--- src/rtl/cmdstage_pkg.sv ---
package cmdstage_pkg;
  localparam int ADDR_W = 3;
  localparam logic [ADDR_W-1:0] REG_CMD  = 3'd0;
  localparam logic [ADDR_W-1:0] REG_PAR0 = 3'd1;
  localparam logic [ADDR_W-1:0] REG_PAR1 = 3'd2;
  localparam logic [ADDR_W-1:0] REG_BLK  = 3'd3;
  localparam logic [ADDR_W-1:0] REG_DATA = 3'd4;
  localparam logic [ADDR_W-1:0] REG_STAT = 3'd5;
  localparam int BIT_FIFOPATH = 15;
  localparam int BIT_READ     = 14;
  localparam int BIT_WAITINT  = 13;
  localparam int BIT_GETINT   = 11;

  typedef struct packed {
    logic issue;
    logic loadPar;
    logic latchStat;
    logic flush;
  } strobes_t;
endpackage

--- src/rtl/cmdstage_fifo.sv ---
module cmdstage_fifo #(
  parameter int WIDTH = 32,
  parameter int DEPTH = 4
) (
  input  logic             clk,
  input  logic             rstN,
  input  logic             flush,
  input  logic             push,
  input  logic [WIDTH-1:0] pushData,
  input  logic             pop,
  output logic [WIDTH-1:0] head,
  output logic             empty,
  output logic             full
);
  localparam int PTR_W = (DEPTH > 1) ? $clog2(DEPTH) : 1;
  localparam int CNT_W = $clog2(DEPTH + 1);

  logic [WIDTH-1:0] mem [DEPTH];
  logic [PTR_W-1:0] wrPtr, rdPtr;
  logic [CNT_W-1:0] count;
  logic doPush, doPop;

  assign empty  = (count == '0);
  assign full   = (count == CNT_W'(DEPTH));
  assign doPush = push && !full;
  assign doPop  = pop && !empty;
  assign head   = mem[rdPtr];

  always_ff @(posedge clk or negedge rstN) begin
    if (!rstN) begin
      wrPtr <= '0;
      rdPtr <= '0;
      count <= '0;
    end else if (flush) begin
      wrPtr <= '0;
      rdPtr <= '0;
      count <= '0;
    end else begin
      if (doPush) wrPtr <= (wrPtr == PTR_W'(DEPTH - 1)) ? '0 : wrPtr + 1'b1;
      if (doPop)  rdPtr <= (rdPtr == PTR_W'(DEPTH - 1)) ? '0 : rdPtr + 1'b1;
      count <= count + CNT_W'(doPush) - CNT_W'(doPop);
    end
  end

  always_ff @(posedge clk) begin
    if (doPush && !flush) mem[wrPtr] <= pushData;
  end
endmodule

--- src/rtl/cmdstage_ctrl.sv ---
module cmdstage_ctrl
  import cmdstage_pkg::*;
#(
  parameter int DATA_W = 32
) (
  input  logic              clk,
  input  logic              rstN,
  input  logic              wrEn,
  input  logic [ADDR_W-1:0] wrAddr,
  input  logic [DATA_W-1:0] wrData,
  input  logic              descReady,
  input  logic              engDone,
  input  logic              engXferDone,
  output logic              busy,
  output logic              descValid,
  output logic              fifoActive,
  output strobes_t          strobes,
  output logic              evCmdEnd,
  output logic              evXferEnd,
  output logic              evCmdErr
);
  logic isShort, isRead, cmdDone, dataDone;
  logic cmdWr, issue, abandon, xferHit, cmdNext, dataNext;

  assign cmdWr      = wrEn && (wrAddr == REG_CMD);
  assign issue      = cmdWr && !busy;
  assign fifoActive = busy && !isShort && !dataDone;
  assign abandon    = wrEn && (wrAddr == REG_BLK) && (wrData == '0) && fifoActive;
  assign xferHit    = fifoActive && engXferDone;
  assign cmdNext    = cmdDone || (busy && engDone);
  assign dataNext   = dataDone || xferHit || abandon;

  always_comb begin
    strobes.issue     = issue;
    strobes.loadPar   = busy && engDone && isShort && isRead;
    strobes.latchStat = busy && engDone;
    strobes.flush     = issue || abandon;
  end

  always_ff @(posedge clk or negedge rstN) begin
    if (!rstN) begin
      busy      <= 1'b0;
      isShort   <= 1'b0;
      isRead    <= 1'b0;
      cmdDone   <= 1'b0;
      dataDone  <= 1'b0;
      descValid <= 1'b0;
      evCmdEnd  <= 1'b0;
      evXferEnd <= 1'b0;
      evCmdErr  <= 1'b0;
    end else begin
      evCmdEnd  <= busy && engDone;
      evXferEnd <= xferHit;
      evCmdErr  <= cmdWr && busy;
      if (issue) begin
        busy      <= 1'b1;
        isShort   <= !wrData[BIT_FIFOPATH];
        isRead    <= wrData[BIT_READ];
        cmdDone   <= 1'b0;
        dataDone  <= !wrData[BIT_FIFOPATH];
        descValid <= 1'b1;
      end else begin
        if (descReady) descValid <= 1'b0;
        if (busy) begin
          if (cmdNext && dataNext) begin
            busy     <= 1'b0;
            cmdDone  <= 1'b0;
            dataDone <= 1'b0;
          end else begin
            cmdDone  <= cmdNext;
            dataDone <= dataNext;
          end
        end
      end
    end
  end
endmodule

--- src/rtl/cmdstage_dp.sv ---
module cmdstage_dp
  import cmdstage_pkg::*;
#(
  parameter int DATA_W     = 32,
  parameter int FIFO_DEPTH = 4
) (
  input  logic                clk,
  input  logic                rstN,
  input  logic                wrEn,
  input  logic [ADDR_W-1:0]   wrAddr,
  input  logic [DATA_W-1:0]   wrData,
  input  logic                rdEn,
  input  logic [ADDR_W-1:0]   rdAddr,
  output logic [DATA_W-1:0]   rdData,
  input  strobes_t            strobes,
  input  logic                busy,
  input  logic                fifoActive,
  input  logic [7:0]          engStatus,
  input  logic [2*DATA_W-1:0] engParam,
  input  logic                engRdPush,
  input  logic [DATA_W-1:0]   engRdData,
  input  logic                engWrPop,
  output logic [DATA_W-1:0]   engWrData,
  output logic [7:0]          cmdCode,
  output logic                cmdRead,
  output logic                cmdWaitInt,
  output logic                cmdGetInt,
  output logic                cmdShort,
  output logic [11:0]         cmdLen,
  output logic [15:0]         cmdBlocks,
  output logic [2*DATA_W-1:0] cmdParam,
  output logic                evFifoRdy
);
  logic [DATA_W-1:0] cmdWord, par0, par1, blkReg, descBlk;
  logic [7:0] cardStat;
  logic fifoEmpty, fifoFull, hostPush, engPush, hostPop, engPop;
  logic [DATA_W-1:0] head;

  assign cmdRead    = cmdWord[BIT_READ];
  assign cmdCode    = cmdWord[23:16];
  assign cmdWaitInt = cmdWord[BIT_WAITINT];
  assign cmdGetInt  = cmdWord[BIT_GETINT];
  assign cmdShort   = !cmdWord[BIT_FIFOPATH];
  assign cmdLen     = cmdShort ? {8'd0, cmdWord[3:0]} : descBlk[11:0];
  assign cmdBlocks  = descBlk[31:16];

  assign hostPush = wrEn && (wrAddr == REG_DATA) && fifoActive && !cmdRead;
  assign engPush  = engRdPush && fifoActive && cmdRead;
  assign hostPop  = rdEn && (rdAddr == REG_DATA) && fifoActive && cmdRead;
  assign engPop   = engWrPop && fifoActive && !cmdRead;
  assign engWrData = head;
  assign evFifoRdy = fifoActive && (cmdRead ? !fifoEmpty : !fifoFull);

  cmdstage_fifo #(.WIDTH(DATA_W), .DEPTH(FIFO_DEPTH)) u_fifo (
    .clk(clk), .rstN(rstN), .flush(strobes.flush),
    .push(hostPush || engPush), .pushData(cmdRead ? engRdData : wrData),
    .pop(hostPop || engPop), .head(head), .empty(fifoEmpty), .full(fifoFull));

  always_ff @(posedge clk or negedge rstN) begin
    if (!rstN) begin
      cmdWord  <= '0;
      par0     <= '0;
      par1     <= '0;
      blkReg   <= '0;
      descBlk  <= '0;
      cmdParam <= '0;
      cardStat <= '0;
    end else begin
      if (strobes.issue) begin
        cmdWord  <= wrData;
        descBlk  <= blkReg;
        cmdParam <= {par1, par0};
      end
      if (strobes.loadPar) begin
        par0 <= engParam[DATA_W-1:0];
        par1 <= engParam[2*DATA_W-1:DATA_W];
      end else if (wrEn && wrAddr == REG_PAR0) begin
        par0 <= wrData;
      end else if (wrEn && wrAddr == REG_PAR1) begin
        par1 <= wrData;
      end
      if (wrEn && wrAddr == REG_BLK) blkReg <= wrData;
      if (strobes.latchStat) cardStat <= engStatus;
    end
  end

  always_comb begin
    case (rdAddr)
      REG_CMD:  rdData = cmdWord;
      REG_PAR0: rdData = par0;
      REG_PAR1: rdData = par1;
      REG_BLK:  rdData = blkReg;
      REG_DATA: rdData = (fifoActive && cmdRead) ? head : '0;
      REG_STAT: rdData = DATA_W'({12'd0, busy, 9'd0, fifoEmpty, fifoFull, cardStat});
      default:  rdData = '0;
    endcase
  end
endmodule

--- src/rtl/cmdstage_top.sv ---
module cmdstage_top
  import cmdstage_pkg::*;
#(
  parameter int DATA_W     = 32,
  parameter int FIFO_DEPTH = 4
) (
  input  logic                clk,
  input  logic                rstN,
  input  logic                wrEn,
  input  logic [2:0]          wrAddr,
  input  logic [DATA_W-1:0]   wrData,
  input  logic                rdEn,
  input  logic [2:0]          rdAddr,
  output logic [DATA_W-1:0]   rdData,
  output logic                descValid,
  input  logic                descReady,
  output logic [7:0]          cmdCode,
  output logic                cmdRead,
  output logic                cmdWaitInt,
  output logic                cmdGetInt,
  output logic                cmdShort,
  output logic [11:0]         cmdLen,
  output logic [15:0]         cmdBlocks,
  output logic [2*DATA_W-1:0] cmdParam,
  input  logic                engDone,
  input  logic [7:0]          engStatus,
  input  logic [2*DATA_W-1:0] engParam,
  input  logic                engXferDone,
  input  logic                engRdPush,
  input  logic [DATA_W-1:0]   engRdData,
  input  logic                engWrPop,
  output logic [DATA_W-1:0]   engWrData,
  output logic                evCmdEnd,
  output logic                evXferEnd,
  output logic                evCmdErr,
  output logic                evFifoRdy
);
  strobes_t strobes;
  logic busy, fifoActive;

  cmdstage_ctrl #(.DATA_W(DATA_W)) u_ctrl (
    .clk(clk), .rstN(rstN), .wrEn(wrEn), .wrAddr(wrAddr), .wrData(wrData),
    .descReady(descReady), .engDone(engDone), .engXferDone(engXferDone),
    .busy(busy), .descValid(descValid), .fifoActive(fifoActive),
    .strobes(strobes), .evCmdEnd(evCmdEnd), .evXferEnd(evXferEnd),
    .evCmdErr(evCmdErr));

  cmdstage_dp #(.DATA_W(DATA_W), .FIFO_DEPTH(FIFO_DEPTH)) u_dp (
    .clk(clk), .rstN(rstN), .wrEn(wrEn), .wrAddr(wrAddr), .wrData(wrData),
    .rdEn(rdEn), .rdAddr(rdAddr), .rdData(rdData), .strobes(strobes),
    .busy(busy), .fifoActive(fifoActive), .engStatus(engStatus),
    .engParam(engParam), .engRdPush(engRdPush), .engRdData(engRdData),
    .engWrPop(engWrPop), .engWrData(engWrData), .cmdCode(cmdCode),
    .cmdRead(cmdRead), .cmdWaitInt(cmdWaitInt), .cmdGetInt(cmdGetInt),
    .cmdShort(cmdShort), .cmdLen(cmdLen), .cmdBlocks(cmdBlocks),
    .cmdParam(cmdParam), .evFifoRdy(evFifoRdy));
endmodule

--- config.mk ---
export PLATFORM = sky130hd
export DESIGN_NAME = cmdstage_top
export DESIGN_NICKNAME = d
export VERILOG_FILES = /design/src/rtl/cmdstage_pkg.sv /design/src/rtl/cmdstage_fifo.sv /design/src/rtl/cmdstage_ctrl.sv /design/src/rtl/cmdstage_dp.sv /design/src/rtl/cmdstage_top.sv
export SDC_FILE = /design/constraint.sdc
export NUM_CORES = 1
export LEC_CHECK = 0
export BUFFER_PORTS_ARGS = -buffer_cell sky130_fd_sc_hd__buf_2
export CELL_PAD_IN_SITES_DETAIL_PLACEMENT = 0
export CELL_PAD_IN_SITES_GLOBAL_PLACEMENT = 2
export CORE_MARGIN = 3
export CORE_UTILIZATION = 39
export CTS_CLUSTER_DIAMETER = 40
export DETAILED_ROUTE_END_ITERATION = 12
export GPL_TIMING_DRIVEN = 0
export HOLD_SLACK_MARGIN = 0.12
export PLACE_DENSITY_LB_ADDON = 0.3
export SETUP_SLACK_MARGIN = 0.3
export SYNTH_ARGS = -nofsm -noshare
export SYNTH_HDL_FRONTEND = slang
export SYNTH_SLANG_ARGS = --single-unit
--- constraint.sdc ---
create_clock -name clk -period 9.35 [get_ports clk]
set_input_delay 0.4675 -clock clk [delete_from_list [all_inputs] [get_ports clk]]
set_output_delay 0.4675 -clock clk [all_outputs]
set_load 0.01 [all_outputs]
# [After elaboration in Yosys (flattened, before gate mapping)]
# Memory sizes are Yosys's and may differ from the RTL's.
# Cells that the tools add are included.
[totals] ramBits=128 n_memories=1 ff_bits=248 word_cells=123
[mem_list] name="u_dp.u_fifo.mem" words=4 word_bits=32 rd=1 rd_clocked_by_memory_dff=0 write_ports=1 line="cmdstage_fifo.sv:18" rtl="logic [WIDTH-1:0] mem [DEPTH];"
[classes] n_reduce_logical=56 add_sub_neg=4 mux=30 n_eq_ne=13
[ops] operator="32-bit two-way mux" count=7
[ops] operator="32-bit case mux with 6 select lines" count=1
[ops] operator="32-bit zero test" count=1
[ops] operator="1-bit logical AND" count=30
[ops] operator="1-bit two-way mux" count=14
[ops] operator="3-bit by 2-bit equality test with 1-bit output (second input constant)" count=4
[ops] operator="3-bit equality test (second input constant)" count=4
[ops] operator="12-bit two-way mux" count=1
[ops] operator="2-bit two-way mux" count=6
[ops] operator="2-bit nonzero test" count=6
[ops] operator="1-bit zero test" count=9
[ops] operator="3-bit zero test" count=3
[ops] operator="3-bit by 1-bit equality test with 1-bit output (second input constant)" count=2
[ops] operator="1-bit logical OR" count=6
[ops] operator="2-bit by 1-bit adder with 2-bit output (second input constant)" count=2
[ops] operator="2-bit equality test (second input constant)" count=2
[ops] operator="3-bit by 1-bit adder with 3-bit output" count=1
[ops] operator="3-bit two-way mux" count=1
[ops] operator="3-bit by 1-bit subtractor with 3-bit output" count=1
[ops] operator="2-bit inequality test (second input constant)" count=1
[ops] operator="2-bit AND reduction" count=1

# [Logic depth before layout (Yosys ltp)]
# Gate-level depths: netlist of the first run.
[depth] word_depth=10 depth_mapped=10 mapped_depth_nobuf=9

# [Modules after synthesis]
# Synthesis of the first run repeated with hierarchy kept, for this count alone.
[unflattened] cells_unflattened=1107 hier_area_um2=16565.9
[by_module_without_submodules] mod="cmdstage_dp" instances=1 cells_each=839 seq_area_each_um2=5705.5 area_per_inst_um2=10933.0
[by_module_without_submodules] mod="cmdstage_fifo" instances=1 cells_each=215 seq_area_each_um2=4018.9 area_per_inst_um2=5094.9
[by_module_without_submodules] mod="cmdstage_ctrl" instances=1 cells_each=53 seq_area_each_um2=225.2 area_per_inst_um2=538.0

# [Worst setup path before layout of the first run]
# No wires, ideal clock.
[synth_path] path_type="reg2reg" start="register u_ctrl.isShort" end="memory u_dp.u_fifo.mem[0][0], enable pin" setup_time_ns=0.468 path_buffers=1 arrival_ns=3.804 path_slack_ns=5.078 path_stages_with_launch=6 synth_period_minus_slack_ns=4.272 cell_sequence="dfrtp_1 or3b_4 a221o_1 or2_0 buf_2 nor3b_1"
[synth_via] elab_chain_len=10
[synth_lines] element="start, declared" line="cmdstage_ctrl.sv:22" rtl="logic isShort, isRead, cmdDone, dataDone;"
[synth_lines] element="start signal, assigned" line="cmdstage_ctrl.sv:57" rtl="isShort <= !wrData[BIT_FIFOPATH];"
[synth_lines] element="1-bit zero test (*)" line="cmdstage_ctrl.sv:27" rtl="assign fifoActive = busy && !isShort && !dataDone;"
[synth_lines] element="1-bit logical AND (*) (2 in a row)" line="cmdstage_ctrl.sv:27"
[synth_lines] element="1-bit logical AND, on equally long branches (2 in a row)" line="cmdstage_dp.sv:47, cmdstage_dp.sv:48"
[synth_lines] element="1-bit logical OR" line="cmdstage_dp.sv:56" rtl=".push(hostPush || engPush), .pushData(cmdRead ? engRdData : wrData),"
[synth_lines] element="1-bit logical AND" line="cmdstage_fifo.sv:25" rtl="assign doPush = push && !full;"
[synth_lines] element="1-bit logical AND (*)" line="cmdstage_fifo.sv:46" rtl="if (doPush && !flush) mem[wrPtr] <= pushData;"
[synth_lines] element="1-bit two-way mux (*)" line="cmdstage_fifo.sv:46"
[synth_lines] element="1-bit two-way mux (not written as such) (*)" line="cmdstage_fifo.sv:46"
[synth_lines] element="end, declared" line="cmdstage_fifo.sv:18"
# Mark *: on every way between the ends. The rest lies on a longest branch, timed or not.

# [Worst setup path in the final report of the first run]
[layout_path] start="register u_dp.cmdWord[14]" end="output evFifoRdy"
[layout_via] elab_chain_len=2
[layout_lines] element="start, declared" line="cmdstage_dp.sv:34" rtl="logic [DATA_W-1:0] cmdWord, par0, par1, blkReg, descBlk;"
[layout_lines] element="start signal, assigned" line="cmdstage_dp.sv:70" rtl="cmdWord <= wrData;"
[layout_lines] element="1-bit two-way mux" line="cmdstage_dp.sv:52" rtl="assign evFifoRdy = fifoActive && (cmdRead ? !fifoEmpty : !fifoFull);"
[layout_lines] element="1-bit logical AND" line="cmdstage_dp.sv:52"
[layout_lines] element="end, declared" line="cmdstage_top.sv:36" rtl="output logic evFifoRdy"
# Every way passes these cells.

==> flow_summary.ini, run 1 <==
[worst_setup_path]
timing.critical_path.cells = buf_1, buf_1, xor2_1, a21oi_1, buf_2
cp_max_fo = 10
rrSetupSlack_ns = 6.42
start_kind = flip-flop
cp.arrival_ns = 3.06
critPathSlowestCell = buf_1
crit_buf_inv = 3
critical_path_class = reg -> out
crit_required_ns = 8.88
max_stage_delay_ns = 0.75
r2r-start = u_ctrl.isShort
r2r_cells = 7
r2r-end = u_dp.u_fifo.mem[0][23]
critPathMostFrequentCell = buf_1
crit_family = buffers and inverters
end_kind = output port

[final_layout]
area_delta_synth_final_pct = 29.2
multi_input_area_um2 = 5850
fin_cells = 2419
nFillCells = 3791
seq_area_um2 = 9920
drive_above_1_share_pct = 33.3
design_area_um2 = 21100
final_nets = 1993

[synthesis]
ys_top_cells_by_area = dfrtp_1, edfxtp_1, nand2_1, mux2_2, mux4_2
synth_warnings = 0
netlist_instances = 1407
syn_nets = 1566
synth_async_sr_flop_share_pct = 65.5
netlist_area_um2 = 16400
synth_common_cells = nand2_1, dfrtp_1, edfxtp_1
synthDominantCellAreaShare_pct = 37.2
yosysMostFrequentCell = nand2_1
seq_area_frac_synth_pct = 60.7
yosysTopAreaCell = dfrtp_1
synth-edff-count = 128
yosys.cell_types.count = 50
avgSynthCellArea_um2 = 11.6
ys_seq_elements = 371
synthFlopType = dfrtp_1

[routing]
wl_per_cell_um = 24.5
num_vias = 12700
first_pass_iters = 5
first_iter_violations = 1092
drc = 0
routed_via_density = 5.26
ant_nets = 0
wirelength_um = 59400

[die]
start_util_pct = 39.8
core_um2 = 41100
die_h_um = 211
die-area_um2 = 44400
io_pins = 324
fp-row-count = 74
die_w_um = 211

[clocking]
cts_tree = yes
cts_hold_buffers = 28
htree_num_levels = 2
cts_setup_buffers = 0
cts-resized-gates = 0
clkSlewWorstSetupHoldPaths_ns = 0.05
clk_latency_ns = 0.60
cts-root-buf = clkbuf_16
numCtsBuffers = 58
clock_path_buffers = 3
clock_sinks = 371

[global_routing]
grtUsageTotal_pct = 26.5
grt_overflow = 0
grt_start_max_net_pins = 117
grt_pass1_vias = 13000
antenna_found_initial = 4
grt_pass1_wl_um = 86400

[sta]
slew_headroom_pct = 39.6
finClkSkew_ns = 0.0157
hold_violations = 0
setup_viol = 0
post-route-period-util_pct = 37.7
worst_pin_slew_ns = 0.906
fmax_mhz = 284
rsz0062_at_grt = no
timing.setup.tns_ns = 0
finalMaxSlewViolations = 0
fin_crit_ns = 3.52

[min_path]
hold_depth = 3
hp-start = engParam[61]
min-delay-path-class = in -> reg
min_to = u_dp.par1[29]

[placed_design]
placedCellCount = 2278
dp_hpwl_um = 44700
gp_congestion = 0.883
portBuffers = 323
place_area_um2 = 18900

[power]
p_leak_nw = 9.54
total_power_mw = 6.78
ir_drop_uv = 156
powerDensity_nw_per_um2 = 321

[run_status]
outcome = finished clean

[run]
max_cap_violations = 0
-- report_power, final --
group	internal, mW	total (mW)	switching, mW	leakage [nW]
logic	0.888	2.04	1.15	4.49
clock network	1.30	2.14	0.837	0.928
registers	2.24	2.61	0.367	4.11
total	4.43	6.78	2.35	9.54
-- kinds of logic (layout without fill, tap and decap cells) --
family,Yosys count,count (layout),synth area share [%]
adders and majority gates,8,8,0.658
other,0,3,0
buffers and inverters,125,602,3.69
muxes,189,189,15.0
xor gates and xnor gates,3,3,0.161
DFF,371,371,60.7
and+or+nand+nor,563,563,14.2
AOI/OAI and AO/OA,148,148,5.64
-- layer usage --
metal | vias to the layer above | wire length (µm) | GRT usage (%)
met5 | - | 17 | 0
met4 | 2 | 1620 | 8.15
met3 | 91 | 3850 | 4.69
met2 | 462 | 27300 | 41.2
met1 | 6405 | 26600 | 38.3
li1 | 5768 | - | -
-- worst max path at each step --
stage,startpoint,endpoint,cells past startpoint
floorplan,u_ctrl.isShort,u_dp.u_fifo.mem[0][0],5
global placement,wrAddr[0],u_dp.u_fifo.mem[1][24],6
detailed placement,rdAddr[0],rdData[10],8
CTS,u_dp.u_fifo.rdPtr[1],rdData[10],6
global route,u_dp.cmdWord[14],evFifoRdy,5
finish,u_dp.cmdWord[14],evFifoRdy,5
-- state kept, by name, indices dropped and copies added (netlist names), 3 cells and up --
signal / flops
u_dp.cmdWord: 32
u_dp.u_fifo.mem: 128
u_dp.par0: 32
u_dp.u_fifo.count: 3
u_dp.descBlk: 28
u_dp.par1: 32
u_dp.blkReg: 32
u_dp.cardStat: 8
u_dp.cmdParam: 64
-- worst reg2reg max path: cells and delay by family (launching register included) --
family	cells	cell delay (ns)
simple gates	3	1.29
buf+inv	3	0.61
flops	1	0.40
compound gates	1	0.33
-- final cells by class --
class                   count  share of cell area [%]
multi-input cells         911                    27.7
well taps                 532                    3.15
inverters                  13                   0.231
diodes                      3                  0.0355
clock inverters            47                    2.23
clock buffers              63                    7.00
repair buffers            367                    10.1
plain buffers             112                    2.63
flip-flops and latches    371                    47.0
-- layout by cell type (no fill, tap or decap), drive strengths merged, types with 2 or more instances in the layout --
cell type,instances
dfrtp,243
nor4bb,2
nor3b,5
or3b,2
clkbuf,110
bufinv,5
a22oi,44
a21oi,75
nand2,401
buf,404
mux2,80
xnor2,2
clkinv,22
nand3b,2
nand3,28
o211ai,5
nor2b,2
o31ai,2
ha,7
inv,23
and2,16
nor3,4
nor4,8
edfxtp,128
mux2i,72
a221o,4
diode,3
nor2,83
clkinvlp,10
nand4bb,2
dlygate4sd3,28
mux4,37
o21ai,11
-- stage by stage --
stage                     worst slack, ns  hold WS [ns]  util, %
final                                5.83         0.135     51.4
after global routing                 5.73         0.139     51.4
after CTS                            5.82         0.121     51.4
after detailed placement             5.92         0.439     46.0
after global placement               2.93         0.451     45.3
after floorplan                      5.08         0.172        -
(Power assumes the default switching activity.)
==> run 2: changes to the inputs <==
--- a/config.mk
+++ b/config.mk
@@ -5,11 +5,12 @@
 export SDC_FILE = /design/constraint.sdc
 export NUM_CORES = 1
 export LEC_CHECK = 0
+export ABC_AREA = 1
 export BUFFER_PORTS_ARGS = -buffer_cell sky130_fd_sc_hd__buf_2
 export CELL_PAD_IN_SITES_DETAIL_PLACEMENT = 0
 export CELL_PAD_IN_SITES_GLOBAL_PLACEMENT = 2
 export CORE_MARGIN = 3
-export CORE_UTILIZATION = 39
+export CORE_UTILIZATION = 34
 export CTS_CLUSTER_DIAMETER = 40
 export DETAILED_ROUTE_END_ITERATION = 12
 export GPL_TIMING_DRIVEN = 0
==> constraint.sdc (replaced) <==
create_clock -name clk -period 3.55 [get_ports clk]
set_input_delay 0.1775 -clock clk [delete_from_list [all_inputs] [get_ports clk]]
set_output_delay 0.1775 -clock clk [all_outputs]
set_load 0.01 [all_outputs]
==> run 2 against run 1 <==
Combinational power rose to 3.0 times the previous value; wire length rose by 19%; hold slack improved by 0.016 ns; register-to-register slack lost 5.5 ns; critical path type unchanged; critical endpoint is now rdData[31].
==> flow_summary.ini, run 2 <==
[worst_setup_path]
setup.worst_path.start = u_dp.cmdWord[14]
rrSetupSlack_ns = 0.90
r2r-end = u_dp.u_fifo.count[2]
crit_required_ns = 3.37
critPathSlowestCell = dfrtp_1
critPathMostFrequentCell = buf_2
start_kind = flip-flop
critical_path_class = reg -> out
max_stage_delay_ns = 0.42
cp_max_fo = 10
r2r-start = u_dp.cmdWord[14]
r2r_cells = 12
timing.critical_path.cells = buf_2, inv_1, nor3_4, buf_2, nand2_1, o2111ai_1, buf_2
end_kind = output port
cp.arrival_ns = 2.98

[synthesis]
netlist_instances = 1724
synthFlopType = dfrtp_1
synth-edff-count = 128
netlist_area_um2 = 16300
synthDominantCellAreaShare_pct = 37.4
seq_area_frac_synth_pct = 61.0
synth_common_cells = nand2_1, dfrtp_1, o21ai_0
syn_nets = 1883
synth_async_sr_flop_share_pct = 65.5
ys_seq_elements = 371
yosys.cell_types.count = 39
avgSynthCellArea_um2 = 9.43
yosysTopAreaCell = dfrtp_1
yosysMostFrequentCell = nand2_1
synth_warnings = 0
ys_top_cells_by_area = dfrtp_1, edfxtp_1, nand2_1, o21ai_0, nor2_1

[power]
ir_drop_uv = 374
p_leak_nw = 10.5
powerDensity_nw_per_um2 = 839

[sta]
fmax_mhz = 316
hold_violations = 0
setup_viol = 0
hold_ws_ns = 0.150
timing.setup.tns_ns = 0
setup_ws_ns = 0.388
finalMaxSlewViolations = 0
worst_pin_slew_ns = 0.981
finClkSkew_ns = 0.0223
rsz0062_at_grt = no
fin_crit_ns = 3.16
post-route-period-util_pct = 89.1
slew_headroom_pct = 34.6

[placed_design]
portBuffers = 323
place_area_um2 = 18800
gp_congestion = 0.882
dpl_worst_slack_ns = 0.933
placedCellCount = 2660
dp_hpwl_um = 52700

[clocking]
cts_tree = yes
cts-root-buf = clkbuf_16
clk_latency_ns = 0.61
numCtsBuffers = 60
clock_sinks = 371
cts-resized-gates = 0
clock_path_buffers = 3
clkSlewWorstSetupHoldPaths_ns = 0.05
htree_num_levels = 2

[min_path]
min_to = u_dp.u_fifo.mem[1][19]
hp-start = engRdData[19]
hold_depth = 3
min-delay-path-class = in -> reg

[die]
start_util_pct = 34.7
die_h_um = 225
fp-row-count = 79
die_w_um = 225
die-area_um2 = 50500
io_pins = 324
core_um2 = 46900

[final_layout]
design_area_um2 = 22600
fin_cells = 2945
final_nets = 2446
largest_reg_flops = 128
largest-register = u_dp.u_fifo.mem
antenna_cells = 0
area_delta_synth_final_pct = 39.0
nFillCells = 4528
layout_common_cells = nand2_1, buf_2, dfrtp_1
drive_above_1_share_pct = 23.0
reg_top3 = u_dp.u_fifo.mem: 128 flops, u_dp.cmdParam: 64 flops
multi_input_area_um2 = 5250
mostFrequentLayoutCell = nand2_1
seq_area_um2 = 9920

[routing]
wl_per_cell_um = 24.0
wirelength_um = 70600
first_iter_violations = 1313
first_pass_iters = 5
ant_nets = 0
routed_via_density = 5.15
num_vias = 15200
drc = 0

[global_routing]
grt_pass1_wl_um = 101000
grt_start_max_net_pins = 96
grt_overflow = 0
grt_pass1_vias = 15300
antenna_found_initial = 0
grtUsageTotal_pct = 27.6

[run_status]
outcome = finished clean

[run]
max_cap_violations = 0
-- run 2: changes by cell type in the layout (fill, tap and decap cells not counted), moves of 43 or more --
cell / previous run / this run
o21ai_0: 11 / 203
dlygate4sd3_1: 28 / 172
inv_1: 13 / 109
nand2_1: 401 / 496
mux2_2: 80 / 0
mux2i_1: 72 / 0
o21ai_1: 0 / 61
nor2_1: 83 / 126
-- run 2: worst max-delay path by stage --
stage	to	slack [ns]	cells after the start
floorplan	u_dp.u_fifo.mem[0][0]	1.00	9
global placement	u_dp.cardStat[1]	-2.42	1
detailed placement	u_dp.u_fifo.count[2]	0.93	12
CTS	rdData[31]	0.39	7
global route	rdData[30]	0.30	7
finish	rdData[31]	0.39	7
-- run 2: power by group --
part / internal [mW] / total [mW] / switching, mW / leakage (nW)
combinational: 2.22 / 6.06 / 3.84 / 5.26
sequential: 5.92 / 6.91 / 0.988 / 4.25
clock: 3.79 / 6.00 / 2.20 / 1.00
total: 11.9 / 19.0 / 7.03 / 10.5
-- run 2: metal layers --
| layer | part of all wire [%] | global-route usage, % |
|---|---|---|
| met5 | 0 | 0 |
| met4 | 3.7 | 9.80 |
| met3 | 8.0 | 5.73 |
| met2 | 46 | 44.1 |
| met1 | 42 | 37.4 |
-- run 2: stage by stage --
stage          power [mW]  util, %
6_report             19.0     48.2
5_1_grt              20.0     48.2
4_1_cts              19.0     48.2
3_5_place_dp         12.8     40.1
3_3_place_gp         12.6     39.8
2_1_floorplan        9.88        -
-- run 2: worst max-delay path, delay by kind of cell, from the launching register on --
kind	cells	cell delay [ns]
buffers and inverters	4	1.09
AND/OR/NAND/NOR	2	0.62
flip-flops	1	0.42
AO/OA/AOI/OAI	1	0.23
-- run 2: timing repair --
action,CTS,global route
endpoints found under the setup margin,0,0
setup buffers,0,0
endpoints found under the hold margin,430,0
hold buffers,172,0
-- run 2: logic make-up (layout without fill, tap and decap cells) --
family          after synthesis  count (layout)  synth area share, %
fa+ha+maj                     8               8                0.662
flops                       371             371                 61.0
simple gates                661             661                 16.1
buf+inv                     242             856                 6.83
compound gates              440             440                 15.2
xor+xnor                      2               2                0.108
-- run 2: final cells by class --
class / instances / share of cell area [%]
repair buffers: 501 / 15.4
clock inverters: 38 / 2.01
multi-input cells: 1111 / 23.2
well taps: 607 / 3.36
inverters: 120 / 2.01
plain buffers: 122 / 2.89
clock buffers: 75 / 7.20
flip-flops and latches: 371 / 43.9
==> run 3: changes to the inputs <==
--- a/config.mk
+++ b/config.mk
@@ -15,7 +15,7 @@
 export DETAILED_ROUTE_END_ITERATION = 12
 export GPL_TIMING_DRIVEN = 0
 export HOLD_SLACK_MARGIN = 0.12
-export PLACE_DENSITY_LB_ADDON = 0.3
+export PLACE_DENSITY = 0.83
 export SETUP_SLACK_MARGIN = 0.3
 export SYNTH_ARGS = -nofsm -noshare
 export SYNTH_HDL_FRONTEND = slang
==> run 3 against run 2 <==
Sequential share of layout area hardly changed; die area stayed put; wire length is 0.77% lower; first-iteration DRC count rose by 22%; fmax increased by 1.2%; flip-flop and latch count is the same; cell area barely moved; count of clock-buffer cells in the layout fell by 1; combinational power down 0.7%; utilization is essentially flat; critical path type unchanged; largest power group unchanged; highest routed layer unchanged.
==> flow_summary.ini, run 3 (same netlist as run 2, synthesis figures left out) <==
[worst_setup_path]
critPathSlowestCell = clkbuf_1
crit_buf_inv = 3
r2r_cells = 10
max_stage_delay_ns = 0.54
r2r-start = u_dp.cmdWord[14]
critical_path_class = reg -> out
r2r-end = u_dp.u_fifo.mem[1][14]
end_kind = output port
timing.critical_path.cells = inv_2, clkbuf_1, nor2_1, o22ai_1, nand2_1, o2111ai_1, buf_2
start_kind = flip-flop
cp.arrival_ns = 2.95
crit_required_ns = 3.37
crit_family = buffers and inverters
rrSetupSlack_ns = 0.88
cp_max_fo = 10

[clocking]
htree_num_levels = 2
numCtsBuffers = 60
clock_path_buffers = 3
cts_tree = yes
cts_setup_buffers = 0
clk_latency_ns = 0.63
cts-root-buf = clkbuf_16
clkSlewWorstSetupHoldPaths_ns = 0.06
clock_sinks = 371

[die]
die_h_um = 225
io_pins = 324
die-area_um2 = 50500
fp-row-count = 79
start_util_pct = 34.7
core_um2 = 46900
die_w_um = 225

[global_routing]
grtUsageTotal_pct = 27.4
grt_pass1_vias = 15300
grt_pass1_wl_um = 101000
antenna_found_initial = 2
grt_start_max_net_pins = 95
grt_overflow = 0

[sta]
worst_pin_slew_ns = 1.00
finClkSkew_ns = 0.0205
slew_headroom_pct = 33.0
setup_ws_ns = 0.427
rsz0062_at_grt = no
timing.setup.tns_ns = 0
fin_crit_ns = 3.12
finalMaxSlewViolations = 0
setup_viol = 0
post-route-period-util_pct = 88.0
fmax_mhz = 320
hold_violations = 0

[final_layout]
reg_top3 = u_dp.u_fifo.mem: 128 flops, u_dp.cmdParam: 64 flops
area_delta_synth_final_pct = 38.9
drive_above_1_share_pct = 23.3
utilization_pct = 48.2
largest_reg_flops = 128
mostFrequentLayoutCell = nand2_1
final_nets = 2442
layout_common_cells = nand2_1, buf_2, dfrtp_1
largest-register = u_dp.u_fifo.mem
design_area_um2 = 22600

[power]
power.switching_mw = 7.03
p_int_mw = 11.9
clkPwrFrac_pct = 31.7
powerDensity_nw_per_um2 = 837
p_sw_share_pct = 37.2
total_power_mw = 18.9
pwr-share-comb_pct = 31.9
p_leak_nw = 10.5
p_seq_share_pct = 36.4
ir_drop_uv = 421

[routing]
drc = 0
first_iter_violations = 1606
routed_via_density = 5.21
first_pass_iters = 5
wirelength_um = 70000
num_vias = 15300
wl_per_cell_um = 23.8
ant_nets = 0

[placed_design]
dp_hpwl_um = 52200
place_area_um2 = 18800
portBuffers = 323
gp_congestion = 0.915
dpl_worst_slack_ns = 0.823

[run_status]
outcome = finished clean

[run]
max_cap_violations = 0

[min_path]
min-delay-path-class = in -> async
run 3: changes by cell type in the layout (fill, tap and decap cells not counted), moves of 2 or more:
cell | previous run | this run
clkbuf_8 | 7 | 9
buf_12 | 4 | 2
buf_16 | 2 | 4
bufinv_16 | 7 | 5
clkinv_4 | 3 | 6
clkbuf_1 | 55 | 50
inv_16 | 0 | 2
clkinv_2 | 7 | 9
inv_6 | 10 | 6
dlygate4sd3_1 | 172 | 168
run 3: cell type report:
type                            instances  area (µm²)
Antenna cell                            1        2.50
Fill cell                            4534       24300
Inverter                              120         455
Sequential cell                       371        9920
Tap cell                              607         759
Clock inverter                         38         423
Timing Repair Buffer                  497        3460
Clock buffer                           74        1670
Multi-Input combinational cell       1111        5250
Buffer                                122         656
run 3: power groups by stage:
stage	sequential, mW	combinational (mW)	clock [mW]
floorplan	6.78	3.10	0
global placement	6.89	5.68	0
detailed placement	6.91	5.81	0
CTS	6.85	6.05	6.05
global route	7.01	6.62	6.25
finish	6.88	6.02	6.00
run 3: worst max-delay path by stage:
stage,end,startpoint,depth (start not counted),slack [ns]
after floorplan,u_dp.u_fifo.mem[0][0],u_dp.cmdWord[14],9,1.00
after global placement,u_dp.cmdParam[8],rstN,1,-2.47
after detailed placement,u_dp.u_fifo.mem[1][21],u_dp.cmdWord[14],10,0.82
after CTS,rdData[3],u_dp.u_fifo.rdPtr[1],7,0.34
after global routing,rdData[27],u_dp.u_fifo.rdPtr[0],7,0.33
final,rdData[3],u_dp.u_fifo.rdPtr[0],7,0.43
run 3: routing by layer:
layer / track usage, % / wire length, µm
met1: 37.0 / 29100
met5: 0 / 0
met4: 9.90 / 2650
met2: 44.8 / 32800
met3: 4.46 / 5430
run 3: repair_timing:
action,4_1_cts,5_1_grt
gates resized for setup,0,2
setup endpoints to repair,0,2
hold buffers,168,0
hold endpoints to repair,416,0
run 3: per-stage QoR:
step	cells	hold slack, ns
floorplan	1724	-0.118
global placement	2654	0.376
detailed placement	2660	0.196
CTS	2940	0.134
global route	2940	0.163
finish	2941	0.121
